`src/rtl/ap_chk_pkg.sv`:
```
package ap_chk_pkg;
  typedef enum logic [2:0] {
    CMD_NOP = 3'd0,
    CMD_ACT = 3'd1,
    CMD_RD  = 3'd2,
    CMD_WR  = 3'd3,
    CMD_PRE = 3'd4
  } cmd_e;

  localparam int NUM_CLS = 3;
  localparam int CLS_RD  = 0;
  localparam int CLS_WR  = 1;
  localparam int CLS_PA  = 2;
endpackage

```
`src/rtl/ap_gap_calc.sv`:
```
module ap_gap_calc
  import ap_chk_pkg::*;
#(
  parameter int CNT_W = 4
) (
  input  logic [2:0]                      cfg_cl_i,
  input  logic                            cfg_bl8_i,
  input  logic [2:0]                      cfg_twtr_i,
  input  logic                            src_wr_i,
  output logic [NUM_CLS-1:0][CNT_W-1:0]   load_o
);
  localparam logic [CNT_W-1:0] ONE      = CNT_W'(1);
  localparam logic [CNT_W-1:0] HALF_BL4 = CNT_W'(2);
  localparam logic [CNT_W-1:0] HALF_BL8 = CNT_W'(4);
  localparam logic [CNT_W-1:0] RD_WR_EX = CNT_W'(2);

  logic [CNT_W-1:0] half_bl;
  logic [CNT_W-1:0] gap_rd, gap_wr, gap_pa;

  assign half_bl = cfg_bl8_i ? HALF_BL8 : HALF_BL4;

  always_comb begin
    gap_pa = ONE;
    if (src_wr_i) begin
      gap_rd = CNT_W'(cfg_cl_i) - ONE + half_bl + CNT_W'(cfg_twtr_i);
      gap_wr = half_bl;
    end else begin
      gap_rd = half_bl;
      gap_wr = half_bl + RD_WR_EX;
    end
  end

  // counters hold gap-1: a command at issue+gap sees zero
  assign load_o[CLS_RD] = gap_rd - ONE;
  assign load_o[CLS_WR] = gap_wr - ONE;
  assign load_o[CLS_PA] = gap_pa - ONE;
endmodule

```
`config.mk`:
```
export PLATFORM = sky130hd
export DESIGN_NAME = ap_gap_calc
export DESIGN_NICKNAME = d
export VERILOG_FILES = /design/src/rtl/ap_chk_pkg.sv /design/src/rtl/ap_gap_calc.sv
export SDC_FILE = /design/constraint.sdc
export NUM_CORES = 1
export LEC_CHECK = 0
export ABC_AREA = 1
export BUFFER_PORTS_ARGS = -buffer_cell sky130_fd_sc_hd__buf_2
export CAP_MARGIN = 20
export CORE_AREA = 3 3 40 42
export DETAILED_ROUTE_END_ITERATION = 10
export DIE_AREA = 0 0 43 45
export PLACE_DENSITY = 0.53
export SETUP_SLACK_MARGIN = 0.3
export SLEW_MARGIN = 0
export SYNTH_ARGS = -nofsm -noshare
export SYNTH_HDL_FRONTEND = slang
export SYNTH_SLANG_ARGS = --single-unit
```
`constraint.sdc`:
```
create_clock -name vclk -period 6.05
set_input_delay 0.9075 -clock vclk [all_inputs]
set_output_delay 0.9075 -clock vclk [all_outputs]
set_load 0.02 [all_outputs]
```
Yosys cells after proc, flatten, opt, wreduce, memory -nomap -nowiden --
Index checks and enable logic that the tools add are counted.
Storage, ports and cells: flip-flop bits (word level) 0, bits in latches 0, bits in writable memories 0, memory bits (read-only) 0, input port bits 8, output and inout bits 12, word-level logic and storage cells 9, memories 0
Cells by class: $add $sub $neg 6, $mul 0, div/mod/pow operators 0, order comparisons 0, equality and inequality tests 0, shifts and indexed selects 0, multiplexer cells 3, bitwise logic cells 0, reduce and logical (&&, ||, !) cells 0
Operators with widths (number):
- 4-bit by 3-bit adder with 4-bit output | 2
- 4-bit 2-to-1 mux | 2
- 4-bit by 1-bit subtractor with 4-bit output (second input constant) | 2
- 3-bit by 2-bit adder with 4-bit output (second input constant) | 1
- 3-bit by 1-bit subtractor with 4-bit output (second input constant) | 1
- 3-bit 2-to-1 mux | 1

Longest topological paths before layout --
Gate-level depths: netlist of the first run.
depth in word-level cells 5, gate-level depth with buffers 10, gate-level depth less buffers 10

Worst setup path before layout of the first run --
No wires, ideal clock.
path kind input to output, start in cfg_cl_i[2], end out load_o[2] (netlist bit), data arrival time 2.567 ns, required time 5.142 ns, slack 2.576 ns, stages on the path 8, path buffers 0, cell sequence inv_1 ha_1 fa_1 inv_1 ha_1 inv_1 o21ai_1 xor2_1
RTL lines:
- start, declared | RTL line ap_gap_calc.sv:6 | input logic [2:0] cfg_cl_i,
- end, declared | RTL line ap_gap_calc.sv:10 | output logic [NUM_CLS-1:0][CNT_W-1:0] load_o

==> results of run 1 <==
==> power by group <==
part	switching, W	internal [W]	total (W)
registers	0	0	0
logic	0.0000283	0.0000165	0.0000448
clock network	0	0	0
total	0.0000283	0.0000165	0.0000448
==> layer usage <==
metal / global-route usage [%] / share of wire [%]
met1: 7.23 / 47
met2: 7.19 / 43
met3: 0 / 9.2
met5: 0 / 0
met4: 0 / 0
==> stage by stage <==
stage	setup WS [ps]	cell area, µm²	total power (W)
6_report	2530	385	0.0000448
5_1_grt	2390	385	0.0000519
4_1_cts	2510	385	0.0000458
3_5_place_dp	2510	385	0.0000457
3_3_place_gp	2510	385	0.0000456
2_1_floorplan	2580	329	0.0000359
==> cells in the final DEF (no fill, tap or decap) <==
cell type / n
buf_2: 15
conb_1: 5
fa_1: 2
ha_1: 7
inv_1: 17
inv_2: 1
nand2_1: 11
nand3_1: 2
nand4_1: 2
o21ai_1: 1
xor2_1: 1
==> how the worst min path moves through the flow <==
stage	to	slack [ps]	depth (start not counted)
2_1_floorplan	load_o[0]	1950	1
3_3_place_gp	load_o[0]	2210	3
3_5_place_dp	load_o[0]	2210	3
4_1_cts	load_o[0]	2210	3
5_1_grt	load_o[0]	2260	3
6_report	load_o[0]	2200	3
==> critical path: cells and delay by family <==
kind	cells	cell delay, ps
AND/OR/NAND/NOR	3	200
adder cells (fa/ha/maj)	3	1070
buffers and inverters	6	430
==> kinds of logic (layout without fill, tap and decap cells) <==
| group | Yosys count | in the layout | share of synthesized area [%] |
|---|---|---|---|
| buf+inv | 23 | 33 | 33.1 |
| simple gates | 15 | 15 | 20.1 |
| fa+ha+maj | 9 | 9 | 40.2 |
| other cells | 2 | 5 | 2.36 |
| compound gates | 1 | 1 | 1.57 |
| xor+xnor | 1 | 1 | 2.76 |
==> layout make-up <==
class | count | area [µm²] | share of cell area [%]
Multi-Input combinational cell | 31 | 224 | 58.1
Tap cell | 15 | 18.8 | 4.87
Inverter | 18 | 67.6 | 17.5
Timing Repair Buffer | 15 | 75.1 | 19.5
==> results by group, run 1 <==
Timing
  – Final Cycle Share: 58.3%
  – Final Hold Fails: 0
  – Setup repair after global routing missed its margin: no
  – Period minus WS final: 3520 ps
  – Max Transition Viols Final: 0
  – Final Setup Violations: 0
  – Max frequency: 284 MHz
  – Worst hold slack: 2200 ps
  – Setup TNS: 0 ps

Setup path
  – Worst endpoint data arrival time: 2620 ps
  – WS Path Type: in -> out
  – CP most frequent cell: inv_1
  – Critical path endpoint category: output port
  – Slowest-stage cell, CP: fa_1
  – CP peak stage delay: 500 ps
  – Crit path to: load_o[3]
  – Worst Path Max Fanout: 2
  – Kind of start point of the critical path: input pin
  – Worst-path cell chain: buf_2, inv_1, ha_1, fa_1, inv_1, ha_1, inv_1, nand4_1, inv_1, nand2_1, nand2_1, buf_2
  – CP Launch Point: cfg_cl_i[2]
  – Worst EP required: 5140 ps

Final layout
  – FF+latch area: 0 µm²
  – Clkbuf count: 0
  – Antenna diodes: 0
  – FILL cells: 148
  – Fin util: 30.0%
  – Sequential cells: 0
  – Non-Filler Instances: 79
  – Final #Nets: 83
  – Proportion of layout cells with a drive suffix above 1: 25.0%
  – Area growth, synth to finish: 21.3%

Floorplan
  – Die area: 1940 µm²
  – Ports: 20
  – Core ar.: 1280 µm²
  – Die Y: 45 µm
  – Die W: 43 µm
  – Initial Util: 24.7%
  – Rows: 13

Place
  – Placed insts: 79
  – Routability cong.: 0.644
  – Post-DP HPWL: 433 µm
  – Port Buffers: 15

Detailed routing
  – Number of DRC markers in iteration 0: 1
  – Via density: 3.66
  – Routed vias: 289
  – Antenna viol nets, final: 0
  – # DRC: 0
  – Routed WL: 444 µm
  – Drt first pass iters: 2
  – Wire length per cell: 5.62 µm

Logic synthesis
  – Syn Inst Count: 51
  – Area leader, netlist: ha_1
  – Synth cell types: 11
  – Yosys top cell area share: 27.6%
  – Most frequent cells after synthesis: inv_1, nand2_1, ha_1
  – Synth warn: 0
  – Synthesized area: 318 µm²
  – Register area share after synthesis: 0%
  – Count leader, synth: inv_1
  – Syn Area/Cell: 6.23 µm²
  – Top post-synthesis cells by area: ha_1, inv_1, nand2_1

Clocking
  – Post-cts resize count: 0
  – Setup Fix Bufs, Post-CTS: 0
  – CTS hold repair buffers: 0

Hold path
  – Worst Hold Class: in -> out
  – Worst hold path startpoint: src_wr_i

GRT
  – GRT Overall Usage: 4.50%
  – Gr ovfl total: 0
  – Vias in the first global route: 190
  – Initial antenna violation count: 0
  – Largest net degree at the start of global routing: 8
  – Global-route wire length before repair: 738 µm

Status
  – Status: finished, final reports clean

Pwr
  – Leakage Power: 0.286 nW
  – Peak VDD IR: 0.0359 mV
  – P per Cell Area: 116 nW/µm²

Flow run
  – Max_cap viols: 0
(Power assumes the default switching activity.)
==> inputs of run 2 (changes only) <==
--- a/config.mk
+++ b/config.mk
@@ -5,13 +5,13 @@
 export SDC_FILE = /design/constraint.sdc
 export NUM_CORES = 1
 export LEC_CHECK = 0
-export ABC_AREA = 1
+export ABC_AREA = 0
 export BUFFER_PORTS_ARGS = -buffer_cell sky130_fd_sc_hd__buf_2
 export CAP_MARGIN = 20
 export CORE_AREA = 3 3 40 42
 export DETAILED_ROUTE_END_ITERATION = 10
 export DIE_AREA = 0 0 43 45
-export PLACE_DENSITY = 0.53
+export PLACE_DENSITY = 0.51
 export SETUP_SLACK_MARGIN = 0.3
 export SLEW_MARGIN = 0
 export SYNTH_ARGS = -nofsm -noshare
==> constraint.sdc (replaced) <==
create_clock -name vclk -period 3.39
set_input_delay 0.5085 -clock vclk [all_inputs]
set_output_delay 0.5085 -clock vclk [all_outputs]
set_load 0.02 [all_outputs]
==> run 2 against run 1 <==
Against the previous run: count of clock-buffer cells in the layout is the same; synthesized area shrank 6.7%; worst setup slack lost 1900 ps; core utilization shrank 1.7 points; die area is the same; flip-flop and latch count is the same; synthesized cell count shrank 27%; cell count shrank 18%; critical path type unchanged.
==> results by group, run 2 <==
Pwr
  – Reg power frac: 0% (unchanged)
  – Psw: 0.0000490 W (+73%)
  – Peak VDD IR: 0.0769 mV (+110%)
  – Pint: 0.0000367 W (+120%)
  – Clock network power share: 0% (unchanged)
  – Leakage Power: 0.241 nW (-16%)
  – Sw Ratio: 57.2% (-6.0 points)
  – Combinational fraction of design power: 100.0% (about the same)
  – P per Cell Area: 235 nW/µm² (+100%)

Place
  – Placed insts: 65 (-18%)
  – Dpl ws: 570 ps (-1940 ps)
  – Port Buffers: 15 (unchanged)
  – Routability cong.: 0.640 (-0.68%)
  – Post-DP HPWL: 432 µm (-0.35%)

Logic synthesis
  – Synth warn: 0 (unchanged)
  – Syn Area/Cell: 8.01 µm² (+29%)
  – Synthesized area: 297 µm² (-6.7%)
  – Count leader, synth: inv_1
  – Top post-synthesis cells by area: ha_1, inv_1, fa_1
  – Synth cell types: 15 (+4)
  – Yosys top cell area share: 29.5% (+2.0 points)
  – Most frequent cells after synthesis: inv_1, ha_1, buf_4
  – Syn Inst Count: 37 (-27%)
  – Register area share after synthesis: 0% (unchanged)
  – Area leader, netlist: ha_1

Floorplan
  – Rows: 13 (unchanged)
  – Die area: 1940 µm² (unchanged)
  – Initial Util: 23.1% (-1.7 points)
  – Die W: 43 µm (unchanged)
  – Die Y: 45 µm (unchanged)
  – Ports: 20 (unchanged)
  – Core ar.: 1280 µm² (unchanged)

Detailed routing
  – WL met2: 215 µm (+11%)
  – Antenna viol nets, final: 0 (unchanged)
  – Routed vias: 220 (-24%)
  – Number of DRC markers in iteration 0: 3 (+2)
  – Routed WL: 433 µm (-2.5%)
  – Via density: 3.38 (-7.5%)
  – Routed wl met3: 37 µm (-9.8%)
  – Drt first pass iters: 2 (unchanged)
  – Wire length per cell: 6.66 µm (+19%)
  – Post-Route M1 WL: 180 µm (-14%)
  – # DRC: 0 (unchanged)
  – Uppermost routed layer: met3

Timing
  – Setup repair after global routing missed its margin: no
  – Setup TNS: 0 ps (unchanged)
  – Max frequency: 357 MHz
  – Final Hold Fails: 0 (unchanged)
  – PnR worst setup slack: 592 ps (-1930 ps)
  – Final Setup Violations: 0 (unchanged)
  – Max Transition Viols Final: 0 (unchanged)
  – Period minus WS final: 2800 ps
  – Final Cycle Share: 82.5%

Final layout
  – Footprint of the multi-input gates: 229 µm² (+2.2%)
  – Clkbuf count: 0 (unchanged)
  – Non-Filler Instances: 65 (-18%)
  – FF+latch area: 0 µm² (unchanged)
  – Area growth, synth to finish: 22.8%
  – Most frequent cells in the layout: buf_2, inv_1, ha_1
  – Antenna diodes: 0 (unchanged)
  – Most common cell after layout, fill and taps aside: buf_2
  – FILL cells: 147 (-0.68%)
  – Sequential cells: 0 (unchanged)
  – Proportion of layout cells with a drive suffix above 1: 30.0% (+5.0 points)
  – Final #Nets: 69 (-17%)

Flow run
  – Max_cap viols: 0 (unchanged)

GRT
  – Gr ovfl total: 0 (unchanged)
  – Vias in the first global route: 189 (-0.53%)
  – Initial antenna violation count: 0 (unchanged)
  – Largest net degree at the start of global routing: 7 (-1)
  – Global-route wire length before repair: 669 µm (-9.3%)
  – GRT Overall Usage: 4.25% (-0.25 points)

Setup path
  – CP top delay family: adder cells
  – Worst-path cell chain: buf_2, inv_1, ha_1, fa_1, inv_1, ha_1, nand3b_1, xor2_1, nor2_1, buf_2
  – Worst Path Buf+Inv: 4 (-2)
  – Slowest-stage cell, CP: fa_1
  – Worst EP required: 2880 ps (-2260 ps)
  – Critical path endpoint category: output port
  – CP peak stage delay: 500 ps (about the same)
  – WS Path Type: in -> out
  – Worst Path Max Fanout: 2 (unchanged)
  – Kind of start point of the critical path: input pin
  – Worst endpoint data arrival time: 2290 ps (-330 ps)

Clocking
  – CTS hold repair buffers: 0 (unchanged)
  – Setup Fix Bufs, Post-CTS: 0 (unchanged)
  – Post-cts resize count: 0 (unchanged)

Status
  – Status: finished, final reports clean

Hold path
  – Worst Hold Class: in -> out
run 2: cell types whose count changed in the layout (fill, tap and decap cells not counted), sizes merged, moves of 2 or more:
cell | before | now
inv | 18 | 11
nand2 | 11 | 1
nand3 | 2 | 0
nand4 | 2 | 0
run 2: worst min-delay path, stage by stage:
cell,delay [ps]
buf_2,130
nand2b_1,80
buf_2,160
run 2: routing by layer:
| layer | track usage [%] | up-vias |
|---|---|---|
| met5 | 0 | - |
| met1 | 5.30 | 88 |
| met2 | 8.68 | 8 |
| met4 | 0 | 0 |
| li1 | - | 124 |
| met3 | 0 | 0 |
run 2: power groups by stage:
stage          registers (W)  clock network [W]  logic (W)
6_report                   0                  0  0.0000857
5_1_grt                    0                  0  0.0000986
4_1_cts                    0                  0  0.0000880
3_5_place_dp               0                  0  0.0000879
3_3_place_gp               0                  0  0.0000873
2_1_floorplan              0                  0  0.0000688
run 2: through the flow:
stage                     total power (W)  util (%)  instance area (µm²)  hold WS, ps
after floorplan                 0.0000688         -                  308         1160
after global placement          0.0000873      28.3                  364         1410
after detailed placement        0.0000879      28.3                  364         1410
after CTS                       0.0000880      28.3                  364         1410
after global routing            0.0000986      28.3                  364         1430
final                           0.0000857      28.3                  364         1400
run 2: cells by family after synthesis:
family / after synthesis / share of synthesized area [%]
muxes: 1 / 3.38
AOI/OAI and AO/OA: 1 / 1.69
adders and majority gates: 9 / 43.0
xor gates and xnor gates: 3 / 13.5
other: 2 / 2.53
and+or+nand+nor: 5 / 9.28
buffers and inverters: 16 / 26.6
run 2: area by class of cell:
| type | count | area share (%) |
|---|---|---|
| Inverter | 11 | 11.3 |
| Tap cell | 15 | 5.15 |
| Multi-Input combinational cell | 24 | 62.9 |
| Timing Repair Buffer | 15 | 20.6 |
run 2: final timing paths:
path	startpoint	to	slack (ps)	cells past startpoint
max	cfg_cl_i[2]	load_o[3]	590	10
min	src_wr_i	load_o[0]	1400	3
==> inputs of run 3 (changes only) <==
--- a/config.mk
+++ b/config.mk
@@ -5,13 +5,13 @@
 export SDC_FILE = /design/constraint.sdc
 export NUM_CORES = 1
 export LEC_CHECK = 0
-export ABC_AREA = 0
+export ABC_AREA = 1
 export BUFFER_PORTS_ARGS = -buffer_cell sky130_fd_sc_hd__buf_2
 export CAP_MARGIN = 20
 export CORE_AREA = 3 3 40 42
 export DETAILED_ROUTE_END_ITERATION = 10
 export DIE_AREA = 0 0 43 45
-export PLACE_DENSITY = 0.51
+export PLACE_DENSITY = 0.55
 export SETUP_SLACK_MARGIN = 0.3
 export SLEW_MARGIN = 0
 export SYNTH_ARGS = -nofsm -noshare
==> constraint.sdc (replaced) <==
create_clock -name vclk -period 2.55
set_input_delay 0.3825 -clock vclk [all_inputs]
set_output_delay 0.3825 -clock vclk [all_outputs]
set_load 0.02 [all_outputs]
==> run 3 against run 2 <==
Against the previous run: wire length rose by 20%; global-route usage is 0.91 points higher; cell count increased by 23%; critical path type unchanged; largest cell class unchanged.
==> results by group, run 3 (synthesis results as in run 1) <==
GRT
  – Initial antenna violation count: 0 (unchanged)
  – Vias in the first global route: 230 (+22%)
  – Largest net degree at the start of global routing: 8 (+1)
  – Global-route wire length before repair: 814 µm (+22%)
  – Gr ovfl total: 0 (unchanged)
  – GRT Overall Usage: 5.15% (+0.91 points)

Timing
  – Final Cycle Share: 92.6%
  – Max Transition Viols Final: 0 (unchanged)
  – Period minus WS final: 2360 ps
  – Setup repair after global routing missed its margin: yes
  – Final Hold Fails: 0 (unchanged)
  – Setup TNS: 0 ps (unchanged)
  – Final Setup Violations: 0 (unchanged)
  – Max frequency: 423 MHz

Clocking
  – CTS hold repair buffers: 0 (unchanged)

Final layout
  – Proportion of layout cells with a drive suffix above 1: 41.5% (+12 points)
  – Clkbuf count: 0 (unchanged)
  – Most common cell after layout, fill and taps aside: inv_1
  – Area growth, synth to finish: 49.2%
  – FILL cells: 133 (-9.5%)
  – FF+latch area: 0 µm² (unchanged)
  – Final #Nets: 84 (+22%)
  – Footprint of the multi-input gates: 275 µm² (+20%)
  – Antenna diodes: 0 (unchanged)
  – Sequential cells: 0 (unchanged)
  – Post-route cell area: 474 µm² (+30%)
  – Fin util: 36.9% (+8.6 points)
  – Most frequent cells in the layout: inv_1, nand2_1, buf_2

Pwr
  – Leakage Power: 0.298 nW (+24%)
  – Reg power frac: 0% (unchanged)
  – P per Cell Area: 306 nW/µm² (+30%)
  – Psw: 0.0000795 W (+62%)
  – Combinational fraction of design power: 100.0% (about the same)
  – Peak VDD IR: 0.0925 mV (+20%)
  – Sw Ratio: 54.8% (-2.4 points)
  – Pint: 0.0000657 W (+79%)
  – Clock network power share: 0% (unchanged)

Floorplan
  – Initial Util: 24.7% (+1.7 points)
  – Die W: 43 µm (unchanged)
  – Die Y: 45 µm (unchanged)
  – Core ar.: 1280 µm² (unchanged)
  – Ports: 20 (unchanged)
  – Die area: 1940 µm² (unchanged)
  – Rows: 13 (unchanged)

Detailed routing
  – # DRC: 0 (unchanged)
  – Routed WL: 521 µm (+20%)
  – Drt first pass iters: 2 (unchanged)
  – Routed vias: 299 (+36%)
  – Antenna viol nets, final: 0 (unchanged)
  – Via density: 3.74 (+10%)
  – Number of DRC markers in iteration 0: 1 (-2)
  – Wire length per cell: 6.51 µm (-2.2%)

Place
  – Post-DP HPWL: 497 µm (+15%)
  – Port Buffers: 15 (unchanged)
  – Routability cong.: 0.717 (+12%)
  – Area after DPL: 412 µm² (+13%)

Setup path
  – WS Path Type: in -> out
  – Worst EP required: 2170 ps (-710 ps)
  – Worst endpoint data arrival time: 1980 ps (-310 ps)
  – Worst Path Max Fanout: 2 (unchanged)
  – Kind of start point of the critical path: input pin
  – Critical path endpoint category: output port

Status
  – Status: finished, final reports clean

Flow run
  – Max_cap viols: 0 (unchanged)

Hold path
  – Worst Hold Class: in -> out
run 3: cell types whose count changed in the layout (fill, tap and decap cells not counted), sizes merged, moves of 2 or more:
| cell | delta |
|---|---|
| nand3 | +2 |
| inv | +7 |
| nand2 | +10 |
| nand4 | +2 |
run 3: timing repair:
action / CTS / global route
pin swaps: 4 / 5
gates resized for setup: 7 / 5
endpoints found under the setup margin: 3 / 3
setup buffers: 0 / 1
hold endpoints to repair: 0 / 0
run 3: cell type report:
class	instances	area share [%]
inverter	18	14.8
tap	15	3.96
timing repair buffer	16	23.2
multi-input combinational	31	58.0
run 3: metrics by stage:
stage	total power, W	std cells	hold slack (ps)	worst slack, ps
2_1_floorplan	0.0000948	54	901	300
3_3_place_gp	0.000118	79	1170	142
3_5_place_dp	0.000121	79	1170	98.4
4_1_cts	0.000132	79	1170	170
5_1_grt	0.000164	80	1230	92.2
6_report	0.000145	80	1190	189
run 3: routing by layer:
metal | wire length [µm] | track usage [%] | share of wire, % | vias to the layer above
met5 | 0 | 0 | 0 | -
met1 | 228 | 6.47 | 44 | 125
li1 | - | - | - | 164
met2 | 248 | 10.5 | 48 | 10
met4 | 0 | 0 | 0 | 0
met3 | 45 | 0 | 8.6 | 0
run 3: power groups by stage:
stage | logic, W | registers [W] | clock network (W)
2_1_floorplan | 0.0000948 | 0 | 0
3_3_place_gp | 0.000118 | 0 | 0
3_5_place_dp | 0.000121 | 0 | 0
4_1_cts | 0.000132 | 0 | 0
5_1_grt | 0.000164 | 0 | 0
6_report | 0.000145 | 0 | 0
run 3: worst paths after layout:
| check | cells past startpoint | end | slack, ps | from |
|---|---|---|---|---|
| max | 10 | load_o[2] | 190 | cfg_twtr_i[2] |
| min | 3 | load_o[6] | 1190 | cfg_bl8_i |
run 3: critical path, stage by stage:
cell	delay, ps
buf_6	100
inv_4	40
ha_4	190
fa_1	480
inv_1	40
ha_1	270
inv_2	40
o21ai_2	140
xor2_2	140
buf_4	150
